## config.mk

```make
export PLATFORM = sky130hd
export DESIGN_NAME = spi_sck_gen
export DESIGN_NICKNAME = d
export VERILOG_FILES = /design/src/rtl/sck_div_pkg.sv /design/src/rtl/sck_ratio_decode.sv /design/src/rtl/sck_cfg_hold.sv /design/src/rtl/sck_phase_gen.sv /design/src/rtl/spi_sck_gen.sv
export SDC_FILE = /design/constraint.sdc
export NUM_CORES = 1
export LEC_CHECK = 0
export BUFFER_PORTS_ARGS = -buffer_cell sky130_fd_sc_hd__buf_4
export CAP_MARGIN = 20
export CORE_MARGIN = 5
export CORE_UTILIZATION = 30
export DETAILED_ROUTE_END_ITERATION = 10
export PLACE_DENSITY = 0.44
export SYNTH_ARGS = -nofsm -noshare
export SYNTH_HDL_FRONTEND = slang
export SYNTH_SLANG_ARGS = --single-unit
export TNS_END_PERCENT = 30
```

## constraint.sdc

```tcl
create_clock -name clk -period 4.24 [get_ports clk]
set_clock_uncertainty 0.1 [all_clocks]
set_input_delay 0.848 -clock clk [delete_from_list [all_inputs] [get_ports clk]]
set_output_delay 0.848 -clock clk [all_outputs]
set_load 0.02 [all_outputs]
```

## src/rtl/sck_div_pkg.sv

```systemverilog
package sck_div_pkg;

  localparam int CODE_W   = 4;
  localparam int BASE_W   = 5;
  localparam int EXTRA_SH = 3;  // up to x4 then x2

  // Non-linear code to base ratio: even ratios for low codes, odd for high
  function automatic logic [BASE_W-1:0] base_ratio(input logic [CODE_W-1:0] code);
    int r;
    if (code[CODE_W-1]) r = 31 - 2 * int'(code);
    else                r = 16 - 2 * int'(code);
    return BASE_W'(r);
  endfunction

endpackage

```

## src/rtl/sck_ratio_decode.sv

```systemverilog
module sck_ratio_decode
  import sck_div_pkg::*;
#(
  parameter int NUM_CH  = 2,
  parameter int CH_W    = 1,
  parameter int RATIO_W = 8
) (
  input  logic [CODE_W-1:0]  div_code,
  input  logic               quarter_en,
  input  logic [NUM_CH-1:0]  half_speed,
  input  logic [CH_W-1:0]    chan_sel,
  output logic [RATIO_W-1:0] ratio
);

  logic [NUM_CH-1:0] half_hit;

  genvar gi;
  generate
    for (gi = 0; gi < NUM_CH; gi++) begin : g_half
      assign half_hit[gi] = half_speed[gi] && (chan_sel == CH_W'(gi));
    end
  endgenerate

  always_comb begin
    ratio = RATIO_W'(base_ratio(div_code));
    if (quarter_en) ratio = ratio << 2;
    if (|half_hit)  ratio = ratio << 1;
  end

endmodule

```

## src/rtl/sck_cfg_hold.sv

```systemverilog
module sck_cfg_hold #(
  parameter int RATIO_W   = 8,
  parameter int RATIO_MAX = 128
) (
  input  logic               clk,
  input  logic               rst,
  input  logic               run,
  input  logic               byte_done,
  input  logic               fall_now,
  input  logic [RATIO_W-1:0] ratio_in,
  output logic [RATIO_W-1:0] ratio_cur
);

  logic pend;
  logic take_mid;

  assign take_mid = (pend || byte_done) && fall_now;

  always_ff @(posedge clk) begin
    if (rst) begin
      ratio_cur <= RATIO_W'(RATIO_MAX);
      pend      <= 1'b0;
    end else if (!run) begin
      ratio_cur <= ratio_in;
      pend      <= 1'b0;
    end else if (take_mid) begin
      ratio_cur <= ratio_in;
      pend      <= 1'b0;
    end else if (byte_done) begin
      pend      <= 1'b1;
    end
  end

  AST_HOLD_WITHOUT_BOUNDARY: assert property (@(posedge clk) disable iff (rst)
    (run && $past(run) && !$past(pend) && !$past(byte_done)) |-> $stable(ratio_cur));

endmodule

```

## src/rtl/sck_phase_gen.sv

```systemverilog
module sck_phase_gen #(
  parameter int RATIO_W = 8
) (
  input  logic               clk,
  input  logic               rst,
  input  logic               run,
  input  logic [RATIO_W-1:0] ratio,
  output logic               fall_now,
  output logic               sck,
  output logic               launch_pulse,
  output logic               sample_pulse
);

  logic [RATIO_W-1:0] cnt;
  logic [RATIO_W-1:0] half_n;
  logic [RATIO_W-1:0] hi_len;
  logic [RATIO_W-1:0] lo_len;
  logic               rise_now;

  assign half_n   = ratio >> 1;
  assign hi_len   = (half_n == '0) ? RATIO_W'(1) : half_n;
  assign lo_len   = ratio - half_n;
  assign rise_now = run && !sck && (cnt >= lo_len - RATIO_W'(1));
  assign fall_now = run &&  sck && (cnt >= hi_len - RATIO_W'(1));

  always_ff @(posedge clk) begin
    if (rst || !run) begin
      sck          <= 1'b0;
      cnt          <= '0;
      launch_pulse <= 1'b0;
      sample_pulse <= 1'b0;
    end else begin
      launch_pulse <= 1'b0;
      sample_pulse <= 1'b0;
      if (rise_now) begin
        sck          <= 1'b1;
        sample_pulse <= 1'b1;
        cnt          <= '0;
      end else if (fall_now) begin
        sck          <= 1'b0;
        launch_pulse <= 1'b1;
        cnt          <= '0;
      end else begin
        cnt <= cnt + RATIO_W'(1);
      end
    end
  end

  AST_STROBES_EXCLUSIVE: assert property (@(posedge clk) disable iff (rst)
    !(launch_pulse && sample_pulse));
  AST_SAMPLE_AT_RISE: assert property (@(posedge clk) disable iff (rst)
    sample_pulse |-> (sck && !$past(sck)));
  AST_LAUNCH_AT_FALL: assert property (@(posedge clk) disable iff (rst)
    launch_pulse |-> (!sck && $past(sck)));
  AST_IDLE_LOW: assert property (@(posedge clk) disable iff (rst)
    !run |=> (!sck && !launch_pulse && !sample_pulse));

endmodule

```

## src/rtl/spi_sck_gen.sv

```systemverilog
module spi_sck_gen
  import sck_div_pkg::*;
#(
  parameter int NUM_CH = 2,
  parameter int CH_W   = (NUM_CH > 1) ? $clog2(NUM_CH) : 1
) (
  input  logic              clk,
  input  logic              rst,
  input  logic              cs_active,
  input  logic [3:0]        div_code,
  input  logic              quarter_en,
  input  logic [NUM_CH-1:0] half_speed,
  input  logic [CH_W-1:0]   chan_sel,
  input  logic              byte_done,
  output logic              sck,
  output logic              launch_pulse,
  output logic              sample_pulse
);

  localparam int RATIO_W   = BASE_W + EXTRA_SH;
  localparam int RATIO_MAX = 16 << EXTRA_SH;

  logic [RATIO_W-1:0] ratio_sel;
  logic [RATIO_W-1:0] ratio_cur;
  logic               fall_now;

  sck_ratio_decode #(
    .NUM_CH (NUM_CH),
    .CH_W   (CH_W),
    .RATIO_W(RATIO_W)
  ) u_decode (
    .div_code  (div_code),
    .quarter_en(quarter_en),
    .half_speed(half_speed),
    .chan_sel  (chan_sel),
    .ratio     (ratio_sel)
  );

  sck_cfg_hold #(
    .RATIO_W  (RATIO_W),
    .RATIO_MAX(RATIO_MAX)
  ) u_hold (
    .clk      (clk),
    .rst      (rst),
    .run      (cs_active),
    .byte_done(byte_done),
    .fall_now (fall_now),
    .ratio_in (ratio_sel),
    .ratio_cur(ratio_cur)
  );

  sck_phase_gen #(
    .RATIO_W(RATIO_W)
  ) u_phase (
    .clk         (clk),
    .rst         (rst),
    .run         (cs_active),
    .ratio       (ratio_cur),
    .fall_now    (fall_now),
    .sck         (sck),
    .launch_pulse(launch_pulse),
    .sample_pulse(sample_pulse)
  );

endmodule

```

==> reports/results.ini, run 1 <==
[status]
status = completed

[clock_tree]
cts.sinks = 20
post_cts_buffers = 0
clockRootBuffer = sky130_fd_sc_hd__clkbuf_8
numCtsBuffers = 3
clock_tree.htree_level_count = 1
buffer_depth_of_the_longest_clock_path = 2
cts_clk_pin_slew_worst_paths_ns = 0.08
post_cts_hold_buffer_count = 0
ctsResizeCount = 0
worstSkewPairLatency_ns = 0.26
tritoncts_clock_tree = built

[synthesis]
synth_area_per_cell_um2 = 8.537
synth_cell_types = 47
synth_nets = 259
synth_top_flop_cell = sky130_fd_sc_hd__dfxtp_1
share_of_yosys_cell_area_claimed_by_the_top_area_cell_type = 0.2181
syn_area_um2 = 1836
synth_sequential_area_ratio = 0.2181
post-synth-top-area-cell = sky130_fd_sc_hd__dfxtp_1
yosys-top-cells-area = sky130_fd_sc_hd__dfxtp_1, sky130_fd_sc_hd__ha_1, sky130_fd_sc_hd__xnor2_1, sky130_fd_sc_hd__a211oi_1, sky130_fd_sc_hd__inv_1
synthesis.yosys.warnings = 0
synth_async_sr_flop_share = 0
synth_enable_flop_cells = 0
netlist_instances = 215
synth_seq_cells = 20

[setup_path]
startpoint_type = register
critPathArrivalTime_ns = 3.36
crit_type = reg2reg
reg2reg_setup_slack_ns = 0.96
critical_path_cell_by_cell = inv_1, ha_1, fa_1, a21oi_1, o21bai_1, xnor2_1, ha_1, a211o_1, o211ai_1, o311ai_1, a211o_1, a211oi_1
crit_path_end_kind = register
timing.critical_path.depth = 12
critical-path-top-delay-family = compound AO/OA/AOI/OAI gates
critical_path.reg2reg.endpoint = u_phase.cnt[0]$_SDFF_PP0_
critPathCapture = u_phase.cnt[0]$_SDFF_PP0_
critical-path-slowest-cell = sky130_fd_sc_hd__a211o_1
rr_worst_depth = 12
cp-startpoint = u_hold.ratio_cur[1]$_SDFFE_PP0P_
max_stage_delay_ns = 0.45
worst-endpoint-required_ns = 4.32
worstReg2RegStart = u_hold.ratio_cur[1]$_SDFFE_PP0P_
timing.critical_path.fanout_max = 9
critical_path.n_buffers_inverters = 1

[global_routing]
number_of_global_route_vias_before_repair = 1413
grt_overflow_total = 0
grt_start_max_net_pins = 14
first_pass_grt_wire_length_mm = 7.065
grt_util_all_layers = 0.1162
antenna_found_initial = 0

[placed_design]
dpl-instance-area_um2 = 2001
dp_hpwl_mm = 3.508
finalWeightedCongestion = 0.7651
numPortBuffers = 14

[power]
clkPwrFrac = 0.334
p_leak_nw = 0.8928
power.switching_mw = 0.1732
p_int_mw = 0.4028
pwr-share-comb = 0.317
vdd_drop_max_uv = 120.3
switching_share = 0.3008
power.sequential.fraction = 0.349
pwr_density_cell_nw_per_um2 = 278.0

[sta]
slew-limit-headroom = 0.3850
finalWorstPathRequiredPeriod_ns = 3.284
timing.final.setup_violations = 0
totalNegativeSetupSlack_ns = 0
fmax_ghz = 0.3045
hold_violations = 0
worst_slew_pin_slew_ns = 0.8969
final.period_utilization = 0.7744
rsz0062_at_grt = false
hold_ws_ns = 0.3995
timing.final.max_slew_violations = 0

[layout]
nets = 272
layout.cell_area.non_filler_um2 = 2072
flow.area_growth_from_synthesis_pct = 12.88
antenna-diode-count = 0
final_layout_size_suffix_gt1_frac = 0.1101
filler_cell_count = 625

[die]
die-area_um2 = 7783
chipHeight_um = 88.22
fp.dieW_um = 88.22
floorplan.initialDensity = 0.3100
core_area_um2 = 5921
pin_count = 15
floorplan.rows = 28

[drt]
viasPerCell = 5.083
firstDrtPassIters = 4
post_dr_wirelength_cell_um = 14.17
route.final.wire_length_mm = 4.280
detailedRoute.firstIterationViolations = 90
drc_errors = 0
antenna_violating_nets_post_route = 0
num_vias = 1535

[min_path]
type_of_the_most_critical_hold_path = reg2reg

[flow_run]
drv_cap = 0

==> metal layers <==
metal / GRT usage / up-vias / share of wire / wire (um)
li1: - / 804 / - / -
met1: 0.1747 / 712 / 0.52 / 2235
met2: 0.1734 / 15 / 0.45 / 1927
met3: 0.01117 / 4 / 0.015 / 63
met4: 0.03709 / 0 / 0.013 / 54
met5: 0 / - / 0 / 0
==> per-stage QoR <==
step                      setup slack, ns    util  std cells  total power, mW
after global placement             0.8940  0.3379        298           0.3926
after global routing               0.6676  0.3500        302           0.6197
final                              0.9564  0.3500        302           0.5760
after detailed placement           0.9256  0.3379        298           0.3885
after CTS                          0.9118  0.3500        302           0.5829
after floorplan                     1.274       -        215           0.3430
==> worst reg2reg max path: stages (launching register included) <==
cell	delay, ns
sky130_fd_sc_hd__dfxtp_1	0.42
sky130_fd_sc_hd__inv_1	0.13
sky130_fd_sc_hd__ha_1	0.22
sky130_fd_sc_hd__fa_1	0.40
sky130_fd_sc_hd__a21oi_1	0.14
sky130_fd_sc_hd__o21bai_1	0.10
sky130_fd_sc_hd__xnor2_1	0.16
sky130_fd_sc_hd__ha_1	0.32
sky130_fd_sc_hd__a211o_1	0.26
sky130_fd_sc_hd__o211ai_1	0.09
sky130_fd_sc_hd__o311ai_1	0.15
sky130_fd_sc_hd__a211o_1	0.45
sky130_fd_sc_hd__a211oi_1	0.25
==> placed cells by master (no fill, tap or decap), types with 3 or more instances in the layout <==
cell type	Yosys	layout
sky130_fd_sc_hd__a211oi_1	12	12
sky130_fd_sc_hd__a21oi_1	9	9
sky130_fd_sc_hd__and3_1	3	3
sky130_fd_sc_hd__buf_4	0	14
sky130_fd_sc_hd__clkbuf_8	0	3
sky130_fd_sc_hd__dfxtp_1	20	20
sky130_fd_sc_hd__ha_1	31	31
sky130_fd_sc_hd__inv_1	16	16
sky130_fd_sc_hd__nand2_1	15	15
sky130_fd_sc_hd__nand2b_1	5	5
sky130_fd_sc_hd__nand3_1	6	6
sky130_fd_sc_hd__nor2_1	11	11
sky130_fd_sc_hd__nor2b_1	4	4
sky130_fd_sc_hd__nor3_1	6	6
sky130_fd_sc_hd__o211ai_1	4	4
sky130_fd_sc_hd__o21ai_0	10	10
sky130_fd_sc_hd__xnor2_1	17	17
sky130_fd_sc_hd__xor2_1	3	3
==> how the worst min path moves through the flow <==
| stage | from | to | cells past startpoint |
|---|---|---|---|
| 2_1_floorplan | u_hold.ratio_cur[0]$_SDFFE_PP0P_ | u_hold.ratio_cur[0]$_SDFFE_PP0P_ | 2 |
| 3_3_place_gp | u_hold.pend$_SDFFE_PP0P_ | u_hold.pend$_SDFFE_PP0P_ | 1 |
| 3_5_place_dp | u_hold.ratio_cur[0]$_SDFFE_PP0P_ | u_hold.ratio_cur[0]$_SDFFE_PP0P_ | 2 |
| 4_1_cts | u_hold.ratio_cur[0]$_SDFFE_PP0P_ | u_hold.ratio_cur[0]$_SDFFE_PP0P_ | 2 |
| 5_1_grt | u_hold.pend$_SDFFE_PP0P_ | u_hold.pend$_SDFFE_PP0P_ | 1 |
| 6_report | u_hold.pend$_SDFFE_PP0P_ | u_hold.pend$_SDFFE_PP0P_ | 1 |
==> synth_stat cells (3+ instances only) <==
cell type,instances
sky130_fd_sc_hd__nor3_1,6
sky130_fd_sc_hd__nor2b_1,4
sky130_fd_sc_hd__o21ai_0,10
sky130_fd_sc_hd__a21oi_1,9
sky130_fd_sc_hd__inv_1,16
sky130_fd_sc_hd__and3_1,3
sky130_fd_sc_hd__nand3_1,6
sky130_fd_sc_hd__nand2b_1,5
sky130_fd_sc_hd__a211oi_1,12
sky130_fd_sc_hd__ha_1,31
sky130_fd_sc_hd__xnor2_1,17
sky130_fd_sc_hd__buf_2,3
sky130_fd_sc_hd__nor2_1,11
sky130_fd_sc_hd__dfxtp_1,20
sky130_fd_sc_hd__o211ai_1,4
sky130_fd_sc_hd__xor2_1,3
sky130_fd_sc_hd__nand2_1,15
==> kinds of logic after synthesis <==
group           count (synthesis)  synth area share
xor+xnor                       20           0.09543
fa+ha+maj                      32            0.2222
flops                          20            0.2181
mux                             3           0.01772
simple gates                   63            0.1861
buf+inv                        22           0.05112
compound gates                 55            0.2093
==> flip-flops by register name, summed over array words and instances, names as in the netlist <==
register / flops
u_phase.cnt: 8
u_phase.launch_pulse: 1
u_hold.ratio_cur: 8
u_phase.sck: 1
u_hold.pend: 1
u_phase.sample_pulse: 1
==> layout make-up <==
type / count / area, um^2 / area share
Multi-Input combinational cell: 173 / 1341 / 0.6473
Timing Repair Buffer: 14 / 105.1 / 0.05072
Clock buffer: 3 / 41.29 / 0.01993
Clock inverter: 1 / 30.03 / 0.01449
Tap cell: 75 / 93.84 / 0.04529
Sequential cell: 20 / 400.4 / 0.1932
Inverter: 16 / 60.06 / 0.02899
==> power by group through the flow <==
stage / registers, mW / clock network, mW / logic (mW)
2_1_floorplan: 0.203 / 0 / 0.140
3_3_place_gp: 0.206 / 0 / 0.187
3_5_place_dp: 0.206 / 0 / 0.183
4_1_cts: 0.201 / 0.197 / 0.185
5_1_grt: 0.202 / 0.209 / 0.208
6_report: 0.201 / 0.192 / 0.182
(Power assumes the default switching activity.)
==> run 2: changes to the inputs <==
==> constraint.sdc (replaced) <==
create_clock -name clk -period 3.1 [get_ports clk]
set_clock_uncertainty 0.1 [all_clocks]
set_input_delay 0.62 -clock clk [delete_from_list [all_inputs] [get_ports clk]]
set_output_delay 0.62 -clock clk [all_outputs]
set_load 0.02 [all_outputs]
==> run 2 against run 1 <==
Critical path type unchanged; largest power group is now combinational cells; global-route usage increased by 0.33 points; cell count grew 5.6%; design area rose by 13%; sequential power is 35% higher; highest routed layer unchanged; register-to-register slack worse by 0.79 ns; setup slack worse by 0.79 ns; worst hold slack worse by 0.0091 ns.
==> reports/results.ini, run 2 (synthesis results as in run 1) <==
[drt]
antenna_violating_nets_post_route = 0  ; unchanged
detailedRoute.firstIterationViolations = 77  ; was 90
post_dr_wirelength_cell_um = 14.29  ; was 14.17 um
drc_errors = 0  ; unchanged
firstDrtPassIters = 4  ; unchanged
route.final.wire_length_mm = 4.560  ; was 4.280 mm
num_vias = 1597  ; was 1535
viasPerCell = 5.006  ; was 5.083

[placed_design]
numPortBuffers = 14  ; unchanged
finalWeightedCongestion = 0.7646  ; was 0.7651
dp_hpwl_mm = 3.581  ; was 3.508 mm
detailedPlace.worstSlack_ns = 0.03036  ; was 0.9256 ns
numPlacedInstances = 311  ; was 298

[power]
pwr_density_cell_nw_per_um2 = 359.0  ; was 278.0 nW/um^2
clkPwrFrac = 0.315  ; was 0.334
vdd_drop_max_uv = 165.8  ; was 120.3 uV
p_int_mw = 0.5796  ; was 0.4028 mW
pwr-share-comb = 0.362  ; was 0.317
power.switching_mw = 0.2639  ; was 0.1732 mW
power.sequential.fraction = 0.323  ; was 0.349
switching_share = 0.3129  ; was 0.3008
p_leak_nw = 1.025  ; was 0.8928 nW

[clock_tree]
cts_clk_pin_slew_worst_paths_ns = 0.08  ; about the same
clock_tree.htree_level_count = 1  ; unchanged
clockRootBuffer = sky130_fd_sc_hd__clkbuf_8  ; unchanged
cts.sinks = 20  ; unchanged
tritoncts_clock_tree = built  ; unchanged
buffer_depth_of_the_longest_clock_path = 2  ; unchanged
numCtsBuffers = 3  ; unchanged
worstSkewPairLatency_ns = 0.26  ; about the same
post_cts_hold_buffer_count = 0  ; unchanged

[layout]
reg_top3 = u_hold.ratio_cur x8, u_phase.cnt x8  ; unchanged
multiInputGateArea_um2 = 1494  ; was 1341 um^2
final_common_cell = sky130_fd_sc_hd__buf_4  ; was sky130_fd_sc_hd__ha_1
mostFrequentLayoutCells = sky130_fd_sc_hd__buf_4, sky130_fd_sc_hd__ha_1, sky130_fd_sc_hd__dfxtp_1  ; was sky130_fd_sc_hd__ha_1, sky130_fd_sc_hd__dfxtp_1, sky130_fd_sc_hd__xnor2_1
flow.area_growth_from_synthesis_pct = 28.02  ; was 12.88%
final_layout_size_suffix_gt1_frac = 0.2869  ; was 0.1101
nets = 289  ; was 272
layout.cells.non_filler = 319  ; was 302
postLayoutCoreUtil = 0.3969  ; was 0.3500
antenna-diode-count = 0  ; unchanged
filler_cell_count = 610  ; was 625
area.sequential_um2 = 401.6  ; was 400.4 um^2

[die]
floorplan.rows = 28  ; unchanged
chipHeight_um = 88.22  ; unchanged
core_area_um2 = 5921  ; unchanged
die-area_um2 = 7783  ; unchanged
floorplan.initialDensity = 0.3100  ; unchanged
fp.dieW_um = 88.22  ; unchanged
pin_count = 15  ; unchanged

[setup_path]
crit_path_end_kind = register  ; unchanged
timing.critical_path.fanout_max = 5  ; was 9
critPathArrivalTime_ns = 3.02  ; was 3.36 ns
startpoint_type = register  ; unchanged
crit_type = reg2reg  ; unchanged
worst-endpoint-required_ns = 3.19  ; was 4.32 ns

[sta]
hold_violations = 0  ; unchanged
hold_ws_ns = 0.3904  ; was 0.3995 ns
worst_slew_pin_slew_ns = 0.4888  ; was 0.8969 ns
timing.final.setup_violations = 0  ; unchanged
timing.final.ws_setup_ns = 0.1672  ; was 0.9564 ns
finalWorstPathRequiredPeriod_ns = 2.933  ; was 3.284 ns
fmax_ghz = 0.3410  ; was 0.3045 GHz
final.period_utilization = 0.9461  ; was 0.7744
slew-limit-headroom = 0.6707  ; was 0.3850
timing.final.max_slew_violations = 0  ; unchanged

[global_routing]
grt_overflow_total = 0  ; unchanged
antenna_found_initial = 0  ; unchanged
grt_start_max_net_pins = 14  ; unchanged
grt_util_all_layers = 0.1195  ; was 0.1162
number_of_global_route_vias_before_repair = 1485  ; was 1413
first_pass_grt_wire_length_mm = 7.293  ; was 7.065 mm

[status]
status = completed  ; unchanged

[min_path]
type_of_the_most_critical_hold_path = reg2reg  ; unchanged

[flow_run]
drv_cap = 0  ; unchanged

run 2: per-layer routing:
metal | up-vias | track usage | wire length, um | part of all wire
met5 | - | 0 | 0 | 0
met4 | 0 | 0.04396 | 40 | 0.0088
li1 | 840 | - | - | -
met1 | 739 | 0.1730 | 2373 | 0.52
met2 | 16 | 0.1822 | 2040 | 0.45
met3 | 2 | 0.01304 | 105 | 0.023
run 2: worst max-delay path, cell delays in order (launching register included):
cell	delay, ns
sky130_fd_sc_hd__dfxtp_2	0.33
sky130_fd_sc_hd__inv_2	0.04
sky130_fd_sc_hd__ha_1	0.19
sky130_fd_sc_hd__fa_2	0.36
sky130_fd_sc_hd__a21oi_2	0.14
sky130_fd_sc_hd__o21bai_2	0.08
sky130_fd_sc_hd__xnor2_1	0.14
sky130_fd_sc_hd__ha_1	0.31
sky130_fd_sc_hd__a211o_1	0.26
sky130_fd_sc_hd__o211ai_1	0.14
sky130_fd_sc_hd__o311ai_4	0.18
sky130_fd_sc_hd__a211o_4	0.40
sky130_fd_sc_hd__a211oi_2	0.18
run 2: what timing repair did:
action	CTS	global route
buffers inserted	0	3
resized for setup	0	39
endpoints found under the setup margin	0	20
run 2: final cells by class:
type / instances / area share
Inverter: 16 / 0.02556
Clock inverter: 1 / 0.01278
Timing Repair Buffer: 30 / 0.09744
Sequential cell: 20 / 0.1709
Multi-Input combinational cell: 174 / 0.6358
Clock buffer: 3 / 0.01757
Tap cell: 75 / 0.03994
run 2: worst paths after layout:
kind,start,endpoint,slack [ns],depth (start not counted)
worst min-delay path,u_hold.ratio_cur[0]$_SDFFE_PP0P_,u_hold.ratio_cur[0]$_SDFFE_PP0P_,0.39,2
worst max register to register,u_hold.ratio_cur[1]$_SDFFE_PP0P_,u_phase.cnt[0]$_SDFF_PP0_,0.17,12
worst min register to register,u_hold.ratio_cur[0]$_SDFFE_PP0P_,u_hold.ratio_cur[0]$_SDFFE_PP0P_,0.39,2
worst max-delay path,u_hold.ratio_cur[1]$_SDFFE_PP0P_,u_phase.cnt[0]$_SDFF_PP0_,0.17,12
run 2: power by group through the flow:
stage	clock, mW	sequential [mW]	combinational, mW
after floorplan	0	0.278	0.191
after global placement	0	0.277	0.269
after detailed placement	0	0.278	0.267
after CTS	0.271	0.271	0.269
after global routing	0.284	0.274	0.346
final	0.266	0.272	0.306
run 2: stage by stage:
step | area [um^2] | power (mW) | setup TNS (ns)
6_report | 2350 | 0.8435 | 0
5_1_grt | 2350 | 0.9038 | -0.1383
4_1_cts | 2170 | 0.8115 | 0
3_5_place_dp | 2098 | 0.5443 | 0
3_3_place_gp | 2098 | 0.5458 | 0
2_1_floorplan | 1836 | 0.4692 | 0
==> run 3: changes to the inputs <==
--- a/config.mk
+++ b/config.mk
@@ -7,7 +7,7 @@
 export LEC_CHECK = 0
 export BUFFER_PORTS_ARGS = -buffer_cell sky130_fd_sc_hd__buf_4
 export CAP_MARGIN = 20
-export CORE_MARGIN = 5
+export CORE_MARGIN = 10
 export CORE_UTILIZATION = 30
 export DETAILED_ROUTE_END_ITERATION = 10
 export PLACE_DENSITY = 0.44
==> run 3 against run 2 <==
First-iteration DRC count fell by 31%; wire length increased by 3.9%; sequential power barely moved; sequential share of layout area is 0.46 points higher; flip-flop and latch count unchanged; utilization decreased by 1.2 points; design area decreased by 2.9%; clock power is 2% lower; clock-buffer cell count did not move; total power decreased by 1.3%; non-clock buffer count is 2 lower; critical path depth stayed put.
==> reports/results.ini, run 3 (synthesis results as in run 1) <==
[status]
status = completed  ; unchanged

[die]
die-area_um2 = 9647  ; was 7783 um^2
fp.dieW_um = 98.22  ; was 88.22 um
floorplan.rows = 28  ; unchanged
chipHeight_um = 98.22  ; was 88.22 um
floorplan.initialDensity = 0.3100  ; unchanged
core_area_um2 = 5921  ; unchanged
pin_count = 15  ; unchanged

[clock_tree]
numCtsBuffers = 3  ; unchanged
worstSkewPairLatency_ns = 0.26  ; about the same
clock_tree.htree_level_count = 1  ; unchanged
buffer_depth_of_the_longest_clock_path = 2  ; unchanged
clockRootBuffer = sky130_fd_sc_hd__clkbuf_8  ; unchanged
post_cts_hold_buffer_count = 0  ; unchanged
tritoncts_clock_tree = built  ; unchanged
cts_clk_pin_slew_worst_paths_ns = 0.08  ; about the same
cts.sinks = 20  ; unchanged

[setup_path]
rr_worst_depth = 12  ; unchanged
timing.critical_path.fanout_max = 5  ; unchanged
reg2reg_setup_slack_ns = 0.12  ; was 0.17 ns
cpMostUsedCell = sky130_fd_sc_hd__ha_1  ; unchanged
crit_path_end_kind = register  ; unchanged
critical-path-slowest-cell = sky130_fd_sc_hd__a211o_4  ; unchanged
critPathArrivalTime_ns = 3.06  ; was 3.02 ns
critical_path.n_buffers_inverters = 1  ; unchanged
crit_type = reg2reg  ; unchanged
critical-path-top-delay-family = compound AO/OA/AOI/OAI gates  ; unchanged
worstReg2RegStart = u_hold.ratio_cur[1]$_SDFFE_PP0P_  ; unchanged
critical_path.reg2reg.endpoint = u_phase.cnt[4]$_SDFF_PP0_  ; was u_phase.cnt[0]$_SDFF_PP0_
critical_path_cell_by_cell = inv_1, ha_1, fa_2, a21oi_2, o21bai_1, xnor2_1, ha_1, a211o_1, o211ai_1, o311ai_4, a211o_4, a211oi_1  ; was inv_2, ha_1, fa_2, a21oi_2, o21bai_2, xnor2_1, ha_1, a211o_1, o211ai_1, o311ai_4, a211o_4, a211oi_2
startpoint_type = register  ; unchanged
worst-endpoint-required_ns = 3.18  ; was 3.19 ns
max_stage_delay_ns = 0.39  ; was 0.40 ns

[sta]
final.period_utilization = 0.9601  ; was 0.9461
timing.final.ws_setup_ns = 0.1237  ; was 0.1672 ns
hold_violations = 0  ; unchanged
timing.final.setup_violations = 0  ; unchanged
totalNegativeSetupSlack_ns = 0  ; unchanged
worst_slew_pin_slew_ns = 0.4631  ; was 0.4888 ns
timing.final.max_slew_violations = 0  ; unchanged
finalWorstPathRequiredPeriod_ns = 2.976  ; was 2.933 ns
rsz0062_at_grt = true
slew-limit-headroom = 0.6880  ; was 0.6707
fmax_ghz = 0.3360  ; was 0.3410 GHz

[global_routing]
grt_util_all_layers = 0.08938  ; was 0.1195
antenna_found_initial = 0  ; unchanged
number_of_global_route_vias_before_repair = 1519  ; was 1485
first_pass_grt_wire_length_mm = 7.362  ; was 7.293 mm
grt_start_max_net_pins = 14  ; unchanged
grt_overflow_total = 0  ; unchanged

[placed_design]
numPortBuffers = 14  ; unchanged
detailedPlace.worstSlack_ns = -0.003256  ; was 0.03036 ns
finalWeightedCongestion = 0.7349  ; was 0.7646
dp_hpwl_mm = 3.748  ; was 3.581 mm
dpl-instance-area_um2 = 2098  ; unchanged

[layout]
final_layout_size_suffix_gt1_frac = 0.2438  ; was 0.2869
mostFrequentLayoutCells = sky130_fd_sc_hd__ha_1, sky130_fd_sc_hd__buf_4, sky130_fd_sc_hd__dfxtp_1  ; was sky130_fd_sc_hd__buf_4, sky130_fd_sc_hd__ha_1, sky130_fd_sc_hd__dfxtp_1
flow.area_growth_from_synthesis_pct = 24.27  ; was 28.02%
reg_top3 = u_hold.ratio_cur x8, u_phase.cnt x8  ; unchanged
antenna-diode-count = 0  ; unchanged
final_common_cell = sky130_fd_sc_hd__ha_1  ; was sky130_fd_sc_hd__buf_4
layout.cell_area.non_filler_um2 = 2281  ; was 2350 um^2
nets = 287  ; was 289

[drt]
detailedRoute.firstIterationViolations = 53  ; was 77
firstDrtPassIters = 4  ; unchanged
viasPerCell = 5.009  ; was 5.006
post_dr_wirelength_cell_um = 14.94  ; was 14.29 um
drc_errors = 0  ; unchanged
antenna_violating_nets_post_route = 0  ; unchanged
num_vias = 1588  ; was 1597
route.final.wire_length_mm = 4.737  ; was 4.560 mm

[flow_run]
drv_cap = 0  ; unchanged

[power]
p_leak_nw = 1.002  ; was 1.025 nW
vdd_drop_max_uv = 137.3  ; was 165.8 uV
pwr_density_cell_nw_per_um2 = 364.8  ; was 359.0 nW/um^2

[min_path]
type_of_the_most_critical_hold_path = reg2reg  ; unchanged
hold_path_depth = 2  ; unchanged
worstHoldStart = u_hold.ratio_cur[0]$_SDFFE_PP0P_  ; unchanged
whs_endpoint = u_hold.ratio_cur[0]$_SDFFE_PP0P_  ; unchanged

==> run 3: changes by cell type in the layout (fill, tap and decap cells not counted), sizes merged <==
| cell | previous run | this run |
|---|---|---|
| buf | 30 | 28 |
==> run 3: worst max-delay path by stage <==
stage                                startpoint                              end  slack, ns  cells after the start
5_1_grt        u_hold.ratio_cur[1]$_SDFFE_PP0P_  u_phase.sample_pulse$_SDFF_PP0_      -0.05                     13
2_1_floorplan  u_hold.ratio_cur[1]$_SDFFE_PP0P_        u_phase.cnt[0]$_SDFF_PP0_       0.13                     13
4_1_cts        u_hold.ratio_cur[1]$_SDFFE_PP0P_        u_phase.cnt[5]$_SDFF_PP0_       0.04                     12
6_report       u_hold.ratio_cur[1]$_SDFFE_PP0P_        u_phase.cnt[4]$_SDFF_PP0_       0.12                     12
3_3_place_gp   u_hold.ratio_cur[1]$_SDFFE_PP0P_         u_phase.sck$_SDFFE_PP0P_       0.03                     13
3_5_place_dp   u_hold.ratio_cur[1]$_SDFFE_PP0P_         u_phase.sck$_SDFFE_PP0P_     -0.003                     13
==> run 3: cell type report <==
class | instances | area (um^2)
Clock buffer | 3 | 41.29
Clock inverter | 1 | 30.03
Fill cell | 612 | 3640
Inverter | 16 | 60.06
Multi-Input combinational cell | 174 | 1445
Sequential cell | 20 | 400.4
Tap cell | 75 | 93.84
Timing Repair Buffer | 28 | 210.2
==> run 3: what timing repair did <==
action,CTS,global route
gates cloned,0,1
gates resized for setup,1,26
endpoints found under the hold margin,0,0
setup buffers,0,1
setup endpoints to repair,1,18
pin swaps,0,11
==> run 3: per-layer routing <==
metal	routed length, um	share of wire	global-route usage
met4	41	0.0087	0.02977
met5	0	0	0
met2	2148	0.45	0.1386
met1	2474	0.52	0.1243
met3	73	0.015	0.009866
==> run 3: tightest hold or removal path: cells and delay by family, from the launching register on <==
family           cells  cell delay, ns
flip-flops           1            0.33
AND/OR/NAND/NOR      1            0.06
AO/OA/AOI/OAI        1            0.05
==> run 3: per-stage QoR <==
stage	std cells	util	hold WS, ns	power, mW
final	317	0.3852	0.3783	0.8321
after global routing	317	0.3852	0.4036	0.8855
after CTS	315	0.3667	0.3976	0.8127
after detailed placement	311	0.3544	0.3890	0.5470
after global placement	311	0.3544	0.3746	0.5465
after floorplan	215	-	0.3403	0.4692
==> run 3: report_power, final <==
group | switching [mW] | total [mW] | internal [mW]
Sequential | 0.00676 | 0.272 | 0.265
Clock | 0.0896 | 0.262 | 0.172
Combinational | 0.163 | 0.298 | 0.135
Total | 0.259 | 0.832 | 0.573
